`src/rtl/sat_pkg.sv`:
```
package sat_pkg;
  localparam int NUM_RAILS = 2;
  localparam int RAIL_I    = 0;
  localparam int RAIL_Q    = 1;

  typedef struct packed {
    logic ovf;
    logic unf;
  } rail_evt_t;
endpackage

```
`src/rtl/sat_rail.sv`:
```
module sat_rail #(
  parameter int IN_W  = 24,
  parameter int OUT_W = 16,
  parameter int SHIFT = 4
) (
  input  logic                    clk_i,
  input  logic                    rst_ni,
  input  logic                    valid_i,
  input  logic signed [IN_W-1:0]  acc_i,
  output logic signed [OUT_W-1:0] data_o,
  output sat_pkg::rail_evt_t      evt_o
);
  localparam logic signed [IN_W-1:0] MAX_EXT =
    {{(IN_W-OUT_W+1){1'b0}}, {(OUT_W-1){1'b1}}};
  localparam logic signed [IN_W-1:0] MIN_EXT = -MAX_EXT;
  localparam logic signed [OUT_W-1:0] MAX_OUT = {1'b0, {(OUT_W-1){1'b1}}};
  localparam logic signed [OUT_W-1:0] MIN_OUT = -MAX_OUT;
  localparam logic signed [OUT_W-1:0] BAD_OUT = {1'b1, {(OUT_W-1){1'b0}}};

  logic signed [IN_W-1:0]  shifted;
  logic                    over, under;
  logic signed [OUT_W-1:0] clamped;

  assign shifted = acc_i >>> SHIFT;
  assign over    = shifted > MAX_EXT;
  // Symmetric range: the most negative code also counts as underflow
  assign under   = shifted < MIN_EXT;

  always_comb begin
    if (over)       clamped = MAX_OUT;
    else if (under) clamped = MIN_OUT;
    else            clamped = shifted[OUT_W-1:0];
  end

  assign evt_o.ovf = valid_i & over;
  assign evt_o.unf = valid_i & under;

  always_ff @(posedge clk_i or negedge rst_ni) begin
    if (!rst_ni)      data_o <= '0;
    else if (valid_i) data_o <= clamped;
  end

  AST_POS_CLAMP: assert property (@(posedge clk_i) disable iff (!rst_ni)
    (valid_i && ($signed(acc_i >>> SHIFT) > MAX_EXT)) |=> data_o == MAX_OUT);
  AST_NEG_CLAMP: assert property (@(posedge clk_i) disable iff (!rst_ni)
    (valid_i && ($signed(acc_i >>> SHIFT) < MIN_EXT)) |=> data_o == MIN_OUT);
  AST_NO_MIN_CODE: assert property (@(posedge clk_i) disable iff (!rst_ni)
    data_o != BAD_OUT);
  AST_HOLD_IDLE: assert property (@(posedge clk_i) disable iff (!rst_ni)
    !valid_i |=> $stable(data_o));
endmodule

```
`src/rtl/sticky_bit.sv`:
```
module sticky_bit (
  input  logic clk_i,
  input  logic rst_ni,
  input  logic set_i,
  input  logic clear_i,
  output logic q_o
);
  // Set beats clear in the same cycle
  always_ff @(posedge clk_i or negedge rst_ni) begin
    if (!rst_ni)      q_o <= 1'b0;
    else if (set_i)   q_o <= 1'b1;
    else if (clear_i) q_o <= 1'b0;
  end

  AST_SET_WINS: assert property (@(posedge clk_i) disable iff (!rst_ni)
    set_i |=> q_o);
  AST_STICKY_HOLD: assert property (@(posedge clk_i) disable iff (!rst_ni)
    (q_o && !clear_i) |=> q_o);
  AST_CLEAR_DROPS: assert property (@(posedge clk_i) disable iff (!rst_ni)
    (clear_i && !set_i) |=> !q_o);
endmodule

```
`src/rtl/sat_status_top.sv`:
```
module sat_status_top #(
  parameter int IN_W  = 24,
  parameter int OUT_W = 16,
  parameter int SHIFT = 4
) (
  input  logic                    clk_i,
  input  logic                    rst_ni,
  input  logic                    valid_i,
  input  logic signed [IN_W-1:0]  i_acc_i,
  input  logic signed [IN_W-1:0]  q_acc_i,
  input  logic                    fifo_unf_i,
  input  logic                    clear_i,
  output logic                    valid_o,
  output logic signed [OUT_W-1:0] i_data_o,
  output logic signed [OUT_W-1:0] q_data_o,
  output logic                    i_ovf_o,
  output logic                    i_unf_o,
  output logic                    q_ovf_o,
  output logic                    q_unf_o,
  output logic                    alarm_o
);
  import sat_pkg::*;

  logic signed [IN_W-1:0]  acc   [NUM_RAILS];
  logic signed [OUT_W-1:0] dout  [NUM_RAILS];
  rail_evt_t               evt   [NUM_RAILS];
  logic [NUM_RAILS-1:0]    ovf_q, unf_q;
  logic [NUM_RAILS-1:0]    rail_any;
  logic                    alarm_set;

  assign acc[RAIL_I] = i_acc_i;
  assign acc[RAIL_Q] = q_acc_i;

  for (genvar r = 0; r < NUM_RAILS; r++) begin : g_rail
    sat_rail #(.IN_W(IN_W), .OUT_W(OUT_W), .SHIFT(SHIFT)) u_rail (
      .clk_i   (clk_i),
      .rst_ni  (rst_ni),
      .valid_i (valid_i),
      .acc_i   (acc[r]),
      .data_o  (dout[r]),
      .evt_o   (evt[r])
    );
    sticky_bit u_ovf (
      .clk_i(clk_i), .rst_ni(rst_ni), .set_i(evt[r].ovf),
      .clear_i(clear_i), .q_o(ovf_q[r])
    );
    sticky_bit u_unf (
      .clk_i(clk_i), .rst_ni(rst_ni), .set_i(evt[r].unf),
      .clear_i(clear_i), .q_o(unf_q[r])
    );
    assign rail_any[r] = evt[r].ovf | evt[r].unf;
  end

  assign alarm_set = (|rail_any) | fifo_unf_i;

  sticky_bit u_alarm (
    .clk_i(clk_i), .rst_ni(rst_ni), .set_i(alarm_set),
    .clear_i(clear_i), .q_o(alarm_o)
  );

  always_ff @(posedge clk_i or negedge rst_ni) begin
    if (!rst_ni) valid_o <= 1'b0;
    else         valid_o <= valid_i;
  end

  assign i_data_o = dout[RAIL_I];
  assign q_data_o = dout[RAIL_Q];
  assign i_ovf_o  = ovf_q[RAIL_I];
  assign i_unf_o  = unf_q[RAIL_I];
  assign q_ovf_o  = ovf_q[RAIL_Q];
  assign q_unf_o  = unf_q[RAIL_Q];

  AST_ALARM_COVERS: assert property (@(posedge clk_i) disable iff (!rst_ni)
    (i_ovf_o | i_unf_o | q_ovf_o | q_unf_o) |-> alarm_o);
  AST_FIFO_ALARM: assert property (@(posedge clk_i) disable iff (!rst_ni)
    fifo_unf_i |=> alarm_o);
  AST_VALID_LAT: assert property (@(posedge clk_i) disable iff (!rst_ni)
    valid_i |=> valid_o);
  AST_NO_FLAG_IDLE: assert property (@(posedge clk_i) disable iff (!rst_ni)
    (!valid_i && !i_ovf_o) |=> !i_ovf_o);
endmodule

```
`config.mk`:
```
export PLATFORM = sky130hd
export DESIGN_NAME = sat_status_top
export DESIGN_NICKNAME = d
export VERILOG_FILES = /design/src/rtl/sat_pkg.sv /design/src/rtl/sat_rail.sv /design/src/rtl/sticky_bit.sv /design/src/rtl/sat_status_top.sv
export SDC_FILE = /design/constraint.sdc
export NUM_CORES = 1
export LEC_CHECK = 0
export BUFFER_PORTS_ARGS = -buffer_cell sky130_fd_sc_hd__buf_2
export CORE_MARGIN = 2
export CORE_UTILIZATION = 49
export DETAILED_ROUTE_END_ITERATION = 8
export GPL_ROUTABILITY_DRIVEN = 0
export GPL_TIMING_DRIVEN = 0
export PLACE_DENSITY_LB_ADDON = 0.25
export SLEW_MARGIN = 20
export SYNTH_ARGS = -nofsm -noshare
export SYNTH_HDL_FRONTEND = slang
export SYNTH_HIERARCHICAL = 1
export SYNTH_SLANG_ARGS = --single-unit
```
`constraint.sdc`:
```
create_clock -name clk_i -period 0.93 [get_ports clk_i]
set_input_delay 0.093 -clock clk_i [delete_from_list [all_inputs] [get_ports clk_i]]
set_output_delay 0.093 -clock clk_i [all_outputs]
set_load 0.01 [all_outputs]
```
==> reports/metrics.csv, run 1 <==
stage,metric,value,unit
status,outcome,finished with violations,
status,violations,negative hold slack,
sta,worst_slack,6.69,ps
floorplan,core.rowCount,22,
clock_tree,cts_root_buf,clkbuf_8,
min_path,holdCritPathClass,input pin to async pin,
yosys,ys_async_sr_fraction,100,%
sta,finalClockSkew,0,ps
yosys,yosys-top-cells-area,"dfrtp_1, o22ai_1, inv_1",
sta,timing.hold.ws,-101,ps
cells_and_area,n_antenna_cell,0,
sta,hold_viol,38,
clock_tree,cts_hold_buf,1,
cells_and_area,layout.nets,344,
critical_path,critPathKind,input pin to register,
grt,antenna_found_initial,0,
detailed_routing,viasPerCell,4.96,
pwr,power_density,1510,nW/um^2
cells_and_area,fillers,283,
critical_path,critPathMostFrequentCell,nor2_4,
yosys,syn_area_per_cell,9.64,um^2
clock_tree,h-tree-depth,2,
yosys,syn-cell-area,1800,um^2
clock_tree,clk_pin_slew,70,ps
grt,grt_pass1_vias,1516,
detailed_routing,ant_nets,0,
grt,grt_pass1_wl,6740,um
yosys,synth-edff-count,0,
critical_path,setup.worst_path.end_class,register,
clock_tree,cts.sink_count,38,
yosys,synth-seq-cells,38,
sta,rsz0062_at_grt,true,
pwr,p_leak,1.35,nW
clock_tree,worst_skew_pair.late_latency,290,ps
yosys,synth_common_cells,"inv_1, dfrtp_1, o22ai_1",
critical_path,cp_max_fo,2,
grt,grt_overflow,0,
grt,grt_max_degree,39,
job,cap_violations,0,
sta,timing.fmax,1080,MHz
yosys,synth_ff_type,dfrtp_1,
detailed_routing,routedWlPerCell,13.1,um
grt,grt_usage,21.6,%
yosys,synth_cell_types,21,
floorplan,die_w,64.7,um
pwr,peakVddDrop,0.913,mV
critical_path,worstPathCellList,buf_2 -> nor4_2 -> and4_4 -> nor2_4 -> nor2_4 -> buf_4 -> a21o_1,
sta,worst_pin_slew,824,ps
critical_path,slowest_stage,and4_4,
yosys,yosysTopAreaCell,dfrtp_1,
yosys,yosysWarnings,6,
detailed_routing,finalWirelength,4460,um
detailed_routing,via_count,1687,
placed_design,io_buffers,82,
floorplan,dieArea,4180,um^2
clock_tree,cts_made_buffers,5,
sta,fin_crit_sh,99.3,%
critical_path,max_stage_delay,310,ps
sta,relSlewSlack,45.1,%
sta,setup_violations,0,
critical_path,cp-start-kind,input pin,
critical_path,worstPathRequired,1160,ps
placed_design,dp_hpwl,3030,um
floorplan,io_pins,91,
floorplan,start_util,50.0,%
clock_tree,cts_buffer_depth,2,
placed_design,preCtsSetupSlack,-388,ps
yosys,synth_top_area_share,52.7,%
sta,fin_crit,923,ps
detailed_routing,drtIter0Drc,77,
yosys,synth_nets,240,
sta,slew_viol_final,0,
detailed_routing,drcViolationCount,0,
yosys,synthMostInstantiatedCell,inv_1,
cells_and_area,final-seq-area,951,um^2
cells_and_area,drive_gt1_share,51.7,%
yosys,seq_area_frac_synth,52.7,%
floorplan,coreArea,3610,um^2
floorplan,fp.dieH,64.7,um
detailed_routing,dr.pass1.iters,4,
cells_and_area,area_delta_synth_final,45.6,%
critical_path,cp.arrival,1160,ps
clock_tree,cts_tree,done,
cells_and_area,multi_input_area,742,um^2
yosys,syn_inst,187,
[cell families (layout without fill, tap and decap cells)]
logic type / Yosys count / in the layout / synth area share, %
DFF: 38 / 38 / 52.7
and+or+nand+nor: 63 / 63 / 21.8
AOI/OAI and AO/OA: 39 / 39 / 13.9
buffers and inverters: 47 / 152 / 11.6
[where the power goes]
part / internal, W / switching [W] / total, W
clock: 0.000598 / 0.000557 / 0.00115
combinational: 0.000426 / 0.000483 / 0.000909
sequential: 0.00181 / 0.0000800 / 0.00189
total: 0.00283 / 0.00112 / 0.00395
[placed cells by master (no fill, tap or decap), types with 3 or more instances in the layout]
cell,n
buf_2,76
inv_1,39
dfrtp_1,38
o22ai_1,28
nor2_2,19
buf_4,15
buf_6,11
nor2_1,10
nor2_4,8
nand2_1,7
clkbuf_8,6
a21o_1,5
nor4_4,4
clkbuf_1,3
nor4_2,3
[path summary, 6_finish.rpt]
check	from	endpoint	slack, ps	depth (start not counted)
worst max register to register	g_rail[1].u_rail/data_o[13]	g_rail[1].u_rail/data_o[13]	160	3
max in group asynchronous	rst_ni	g_rail[0].u_rail/data_o[11]	520	1
worst min register to register	g_rail[0].u_unf/q_o	g_rail[0].u_unf/q_o	470	1
worst min-delay path	rst_ni	g_rail[1].u_rail/data_o[6]	-100	1
min in group clk_i	i_acc_i[4]	g_rail[0].u_rail/data_o[0]	50	3
worst max-delay path	q_acc_i[10]	g_rail[1].u_unf/q_o	7	7
[area by class of cell]
type | count | area share, %
buffer | 8 | 2.38
clock buffer | 7 | 3.29
clock inverter | 1 | 0.191
inverter | 39 | 5.58
multi-input combinational | 102 | 28.3
sequential | 38 | 36.2
tap | 48 | 2.29
timing repair buffer | 97 | 21.8
[flip-flops by register name, indices dropped and copies added (netlist names)]
signal                count
valid_o                   1
g_rail.u_ovf/q_o          2
g_rail.u_unf/q_o          2
g_rail.u_rail/data_o     32
u_alarm/q_o               1
[per-layer routing]
| layer | vias to the layer above | track usage, % | wire length, um |
|---|---|---|---|
| li1 | 829 | - | - |
| met1 | 793 | 26.7 | 1760 |
| met3 | 8 | 7.81 | 314 |
| met4 | 0 | 7.18 | 74 |
| met2 | 57 | 35.3 | 2320 |
| met5 | - | 0 | 0 |
[stage by stage]
step	power, W	TNS, ps	area, um^2	util, %	instances
after floorplan	0.00231	-113	1810	-	187
after global placement	0.00269	-5560	2280	63.3	317
after detailed placement	0.00270	-5700	2280	63.3	317
after CTS	0.00388	0	2430	67.5	329
after global routing	0.00418	-461	2630	72.8	340
final	0.00395	0	2630	72.8	340
[critical path, delay by kind of cell]
kind            cells  cell delay, ps
simple gates        4             760
buf+inv             2             240
compound gates      1              70
[what timing repair did]
| item | 4_1_cts | 5_1_grt |
|---|---|---|
| hold endpoints to repair | 39 | 38 |
| buffers inserted | 3 | 11 |
| pin swaps | 8 | 15 |
| endpoints found under the setup margin | 1 | 36 |
| resized for setup | 6 | 27 |
No activity file was read; power rests on OpenSTA's default activity.
==> run 2, diff against run 1 <==
--- a/config.mk
+++ b/config.mk
@@ -6,7 +6,7 @@
 export NUM_CORES = 1
 export LEC_CHECK = 0
 export BUFFER_PORTS_ARGS = -buffer_cell sky130_fd_sc_hd__buf_2
-export CORE_MARGIN = 2
+export CORE_MARGIN = 5
 export CORE_UTILIZATION = 49
 export DETAILED_ROUTE_END_ITERATION = 8
 export GPL_ROUTABILITY_DRIVEN = 0
==> run 2 against run 1 <==
  * The flow still finishes with violations (negative hold slack)
  * Register-to-register slack hardly changed
  * Combinational power is 4.7% higher
  * Non-clock buffer count is 1 lower
  * Sequential power hardly changed
  * Critical path depth unchanged
  * Worst hold slack improved by 9.1 ps
  * Setup slack worse by 2.0 ps
  * Wire length up 5.5%
  * Power increased by 5.2%
  * Global-route usage decreased by 3.8 points
  * Sequential cell count is the same
  * Clock-buffer cell count rose by 1
  * Critical path type unchanged
  * Largest cell class unchanged
==> reports/metrics.csv, run 2 (synthesis results as in run 1) <==
stage,metric,value,unit,change
floorplan,coreArea,3610,um^2,unchanged
critical_path,slowest_stage,nor4_4,,
cells_and_area,final_cell_mix,"buf_2, inv_1, dfrtp_1, o22ai_1, nor2_2",,
critical_path,cp-start-kind,input pin,,
critical_path,r2r_end,g_rail[1].u_rail/data_o[0],,
critical_path,setup.worst_path.end_class,register,,
detailed_routing,viasPerCell,4.98,,+0.41%
detailed_routing,via_count,1689,,+0.12%
cells_and_area,fillers,279,,-1.4%
sta,finalClockSkew,0,ps,unchanged
cells_and_area,n_antenna_cell,0,,unchanged
sta,timing.hold.ws,-92.1,ps,+9.11 ps
pwr,power_density,1530,nW/um^2,+2.0%
critical_path,path_delay_family,simple AND/OR/NAND/NOR gates,,
clock_tree,cts.sink_count,38,,unchanged
critical_path,reg2regPathDepth,3,,unchanged
clock_tree,cts_made_buffers,5,,unchanged
sta,hold_viol,38,,unchanged
detailed_routing,drcViolationCount,0,,unchanged
cells_and_area,regMostFlops,g_rail.u_rail/data_o,,
grt,grt_usage,17.8,%,-3.8 points
sta,setup_violations,0,,unchanged
critical_path,crit_buf_inv,1,,-1
sta,timing.fmax,1080,MHz,-0.21%
clock_tree,h-tree-depth,2,,unchanged
grt,grt_pass1_wl,7200,um,+6.7%
floorplan,dieArea,4990,um^2,+19%
placed_design,preCtsSetupSlack,-410,ps,-22.3 ps
critical_path,worstPathRequired,1110,ps,-50 ps
job,cap_violations,0,,unchanged
sta,rsz0062_at_grt,true,,
clock_tree,clk_pin_slew,70,ps,about the same
pwr,peakVddDrop,0.964,mV,+5.6%
clock_tree,worst_skew_pair.late_latency,280,ps,about the same
detailed_routing,finalWirelength,4710,um,+5.5%
detailed_routing,routedWlPerCell,13.9,um,+5.8%
sta,slew_viol_final,0,,unchanged
detailed_routing,dr.pass1.iters,4,,unchanged
floorplan,start_util,50.0,%,unchanged
placed_design,io_buffers,82,,unchanged
grt,grt_max_degree,39,,unchanged
pwr,totalPowerFinal,0.00416,W,+5.2%
critical_path,startpoint,i_acc_i[22],,
pwr,p_leak,1.39,nW,+2.5%
clock_tree,cts_tree,done,,
cells_and_area,drive_gt1_share,52.6,%,+0.86 points
sta,fin_crit_sh,99.5,%,+0.21 points
critical_path,cp.arrival,1100,ps,-60 ps
sta,worst_slack,4.71,ps,-1.98 ps
sta,fin_setup_tns,0,ps,unchanged
placed_design,dp_hpwl,3240,um,+7.2%
critical_path,critPathKind,input pin to register,,
floorplan,io_pins,91,,unchanged
grt,antenna_found_initial,0,,unchanged
clock_tree,cts_buffer_depth,2,,unchanged
sta,fin_crit,925,ps,+1.98 ps
grt,grt_overflow,0,,unchanged
status,outcome,finished with violations,,
cells_and_area,postLayoutCellArea,2710,um^2,+3.1%
clock_tree,cts_hold_buf,1,,unchanged
status,violations,negative hold slack,,
placed_design,place_area,2280,um^2,unchanged
floorplan,die_w,70.7,um,+9.3%
cells_and_area,final_common_cell,buf_2,,
cells_and_area,largestRegisters,"g_rail.u_rail/data_o x32, g_rail.u_ovf/q_o x2, g_rail.u_unf/q_o x2",,
critical_path,cp_max_fo,2,,unchanged
cells_and_area,layout.nets,343,,-0.29%
cells_and_area,area_delta_synth_final,50.2,%,
critical_path,r2r_start,g_rail[1].u_rail/data_o[0],,
critical_path,max_stage_delay,330,ps,+20 ps
detailed_routing,drtIter0Drc,62,,-19%
cells_and_area,largest_register_ffs,32,,unchanged
critical_path,reg2reg_slack,170,ps,about the same
floorplan,fp.dieH,70.7,um,+9.3%
sta,worst_pin_slew,836,ps,+12.1 ps
floorplan,core.rowCount,22,,unchanged
sta,relSlewSlack,44.3,%,-0.81 points
min_path,holdCritPathClass,input pin to async pin,,
grt,grt_pass1_vias,1575,,+3.9%
clock_tree,cts_root_buf,clkbuf_8,,
critical_path,worstPathCellList,buf_8 -> nor4_4 -> nor2_4 -> and2_4 -> nor3_2 -> nand2_1 -> a21o_1,,
detailed_routing,ant_nets,0,,unchanged
run 2: metrics by stage:
step,instances,util (%)
after floorplan,187,-
after global placement,317,63.3
after detailed placement,317,63.3
after CTS,330,69.3
after global routing,339,75.1
final,339,75.1
run 2: how the worst max path moves through the flow:
stage / end / cells after the start
6_report: u_alarm/q_o / 7
5_1_grt: u_alarm/q_o / 7
2_1_floorplan: u_alarm/q_o / 6
4_1_cts: u_alarm/q_o / 8
3_5_place_dp: u_alarm/q_o / 8
3_3_place_gp: u_alarm/q_o / 8
run 2: power breakdown:
part | switching [W] | internal [W]
Sequential | 0.0000844 | 0.00181
Combinational | 0.000497 | 0.000456
Clock | 0.000563 | 0.000749
Total | 0.00114 | 0.00301
run 2: area by class of cell:
type / count / area (um^2) / area share [%]
Timing Repair Buffer: 96 / 609 / 22.5
Tap cell: 48 / 60.1 / 2.22
Multi-Input combinational cell: 102 / 749 / 27.7
Inverter: 39 / 146 / 5.41
Sequential cell: 38 / 951 / 35.1
Buffer: 8 / 81.3 / 3.00
Clock buffer: 8 / 110 / 4.07
run 2: timing repair:
action                                 CTS  global route
pin swaps                               10            11
endpoints found under the hold margin   39            38
setup buffers                            4             9
setup endpoints to repair                2            33
resized for setup                       13            34
run 2: per-layer routing:
layer	GRT usage (%)	wire, um
met3	6.39	352
met1	22.8	1950
met4	6.26	125
met2	28.1	2290
met5	0	0
run 2: worst reg2reg max path, cell delays in order, from the launching register on:
cell     delay [ps]
dfrtp_1         400
buf_4           130
nor2_1           70
a31oi_1          40
==> run 3, diff against run 2 <==
--- a/config.mk
+++ b/config.mk
@@ -5,7 +5,7 @@
 export SDC_FILE = /design/constraint.sdc
 export NUM_CORES = 1
 export LEC_CHECK = 0
-export BUFFER_PORTS_ARGS = -buffer_cell sky130_fd_sc_hd__buf_2
+export BUFFER_PORTS_ARGS = -buffer_cell sky130_fd_sc_hd__buf_4
 export CORE_MARGIN = 5
 export CORE_UTILIZATION = 49
 export DETAILED_ROUTE_END_ITERATION = 8
==> run 3 against run 2 <==
  * The flow now finishes without violations
  * Wire length increased by 3.7%
  * Die area stayed put
  * Cell count grew 2.7%
  * Sequential share of layout area fell by 2.7 points
  * Core utilization is 6.2 points higher
  * Setup slack gained 7.1 ps
  * Sequential power about the same
  * Clock power up 3%
  * Combinational power grew 20%
  * Maximum frequency up 0.78%
  * Power rose by 6.0%
  * Global-route usage up 0.70 points
  * Critical path type unchanged
  * Critical endpoint unchanged
  * Largest cell class is now non-clock buffers
  * Largest power group unchanged
==> reports/metrics.csv, run 3 (synthesis results as in run 1) <==
stage,metric,value,unit,change
clock_tree,worst_skew_pair.late_latency,280,ps,about the same
cells_and_area,final_cell_mix,"buf_4, inv_1, dfrtp_1, buf_6, o22ai_1",,
sta,relSlewSlack,69.0,%,+25 points
clock_tree,cts_buffer_depth,2,,unchanged
min_path,min_from,q_acc_i[4],,
placed_design,io_buffers,82,,unchanged
detailed_routing,ant_nets,0,,unchanged
sta,fin_crit_sh,98.7,%,-0.77 points
critical_path,cp_max_fo,5,,+3
detailed_routing,viasPerCell,4.90,,-1.7%
sta,fin_setup_tns,0,ps,unchanged
floorplan,start_util,50.0,%,unchanged
status,outcome,"complete, no violations",,
floorplan,die_w,70.7,um,unchanged
clock_tree,cts.sink_count,38,,unchanged
detailed_routing,dr.pass1.iters,4,,unchanged
sta,fin_crit,918,ps,-7.13 ps
grt,grt_pass1_wl,7490,um,+4.0%
critical_path,r2r_start,g_rail[1].u_rail/data_o[15],,
clock_tree,cts_root_buf,clkbuf_8,,
cells_and_area,drive_gt1_share,50.7,%,-1.9 points
floorplan,dieArea,4990,um^2,unchanged
floorplan,fp.dieH,70.7,um,unchanged
sta,slew_viol_final,0,,unchanged
cells_and_area,area_delta_synth_final,62.5,%,
pwr,comb_power_share,25.9,%,+3.0 points
cells_and_area,multi_input_area,703,um^2,-6.2%
sta,worst_pin_slew,464,ps,-371 ps
critical_path,reg2regPathDepth,3,,unchanged
grt,grt_max_degree,39,,unchanged
cells_and_area,layout.nets,352,,+2.6%
pwr,peakVddDrop,1.22,mV,+26%
placed_design,dp_hpwl,3350,um,+3.4%
detailed_routing,drcViolationCount,0,,unchanged
grt,grt_usage,18.5,%,+0.70 points
clock_tree,cts_made_buffers,5,,unchanged
detailed_routing,routedWlPerCell,14.0,um,+0.99%
pwr,switching_power,0.00117,W,+2.0%
critical_path,critPathKind,input pin to register,,
critical_path,reg2reg_slack,120,ps,-50 ps
grt,antenna_found_initial,0,,unchanged
pwr,p_clk_share,30.6,%,-1.0 points
cells_and_area,largestRegisters,"g_rail.u_rail/data_o x32, g_rail.u_ovf/q_o x2, g_rail.u_unf/q_o x2",,
cells_and_area,final_common_cell,buf_4,,
critical_path,setup.worst_path.end_class,register,,
min_path,hold-path-endpoint,g_rail[1].u_rail/data_o[0],,
critical_path,r2r_end,g_rail[1].u_rail/data_o[15],,
critical_path,startpoint,i_acc_i[22],,
floorplan,core.rowCount,22,,unchanged
cells_and_area,n_antenna_cell,0,,unchanged
critical_path,cp-start-kind,input pin,,
sta,timing.fmax,1090,MHz,+0.78%
critical_path,worstPathRequired,1110,ps,about the same
detailed_routing,via_count,1705,,+0.95%
grt,grt_overflow,0,,unchanged
cells_and_area,final-seq-area,951,um^2,unchanged
grt,grt_pass1_vias,1677,,+6.5%
cells_and_area,regMostFlops,g_rail.u_rail/data_o,,
min_path,hold_depth,3,,
pwr,swShare,26.5,%,-1.0 points
pwr,power_density,1500,nW/um^2,-2.1%
sta,setup_violations,0,,unchanged
cells_and_area,postLayoutCellArea,2930,um^2,+8.2%
pwr,p_int,0.00324,W,+7.5%
critical_path,cp.arrival,1090,ps,about the same
floorplan,io_pins,91,,unchanged
clock_tree,clk_pin_slew,70,ps,about the same
clock_tree,h-tree-depth,2,,unchanged
detailed_routing,finalWirelength,4880,um,+3.7%
sta,rsz0062_at_grt,true,,
pwr,power_frac_seq,43.5,%,-2.0 points
clock_tree,cts_tree,done,,
placed_design,place_area,2490,um^2,+9.0%
job,cap_violations,0,,unchanged
cells_and_area,largest_register_ffs,32,,unchanged
sta,hold_viol,0,,-100%
sta,finalClockSkew,0,ps,unchanged
floorplan,coreArea,3610,um^2,unchanged
cells_and_area,fillers,228,,-18%
pwr,p_leak,1.48,nW,+6.5%
detailed_routing,drtIter0Drc,83,,+34%
min_path,holdCritPathClass,input pin to register,,
run 3: cell types whose count changed in the layout (fill, tap and decap cells not counted), sizes merged:
cell / delta
clkbuf: -3
dlygate4sd3: +1
buf: +8
clkinv: +2
bufinv: +1
run 3: timing repair:
action / CTS / global route
hold buffers: 2 / 0
endpoints found under the hold margin: 39 / 0
setup endpoints to repair: 2 / 34
pin swaps: 11 / 6
gates cloned: 0 / 0
resized for setup: 9 / 28
setup buffers: 1 / 20
run 3: cell type report:
type | count | share of cell area (%)
Clock inverter | 3 | 1.37
Multi-Input combinational cell | 102 | 24.0
Clock buffer | 5 | 2.35
Sequential cell | 38 | 32.5
Inverter | 39 | 5.00
Tap cell | 48 | 2.05
Buffer | 8 | 2.13
Timing Repair Buffer | 105 | 30.7
run 3: power by group through the flow:
stage	Sequential [W]	Clock, W	Combinational [W]
3_3_place_gp	0.00192	0	0.000919
3_5_place_dp	0.00192	0	0.000932
5_1_grt	0.00194	0.00146	0.00123
4_1_cts	0.00189	0.00138	0.000966
6_report	0.00192	0.00135	0.00114
2_1_floorplan	0.00199	0	0.000316
run 3: how the worst max path moves through the flow:
stage | end | slack [ps] | cells after the start
global placement | u_alarm/q_o | -400 | 8
global route | u_alarm/q_o | -40 | 7
floorplan | u_alarm/q_o | -110 | 6
CTS | u_alarm/q_o | 4 | 8
finish | u_alarm/q_o | 10 | 7
detailed placement | u_alarm/q_o | -400 | 8
run 3: layer usage:
layer	up-vias	global-route usage [%]	part of all wire, %
met4	0	5.43	1.3
met3	6	4.97	8.1
met1	795	23.9	40
met5	-	0	0
li1	840	-	-
met2	64	30.8	51
run 3: per-stage QoR:
step	hold WS [ps]	instances	utilization (%)	total power [W]	setup slack (ps)
2_1_floorplan	-203	187	-	0.00231	-113
4_1_cts	55.0	328	74.3	0.00424	4.47
5_1_grt	60.8	348	81.3	0.00463	-39.3
3_5_place_dp	84.1	317	68.9	0.00285	-396
6_report	62.0	348	81.3	0.00440	11.8
3_3_place_gp	84.4	317	68.9	0.00284	-398
run 3: critical path, stage by stage:
cell	delay [ps]
buf_4	120
nor4_4	330
nor2_4	100
and2_4	150
nor3_2	90
nand2_1	60
a21o_1	140
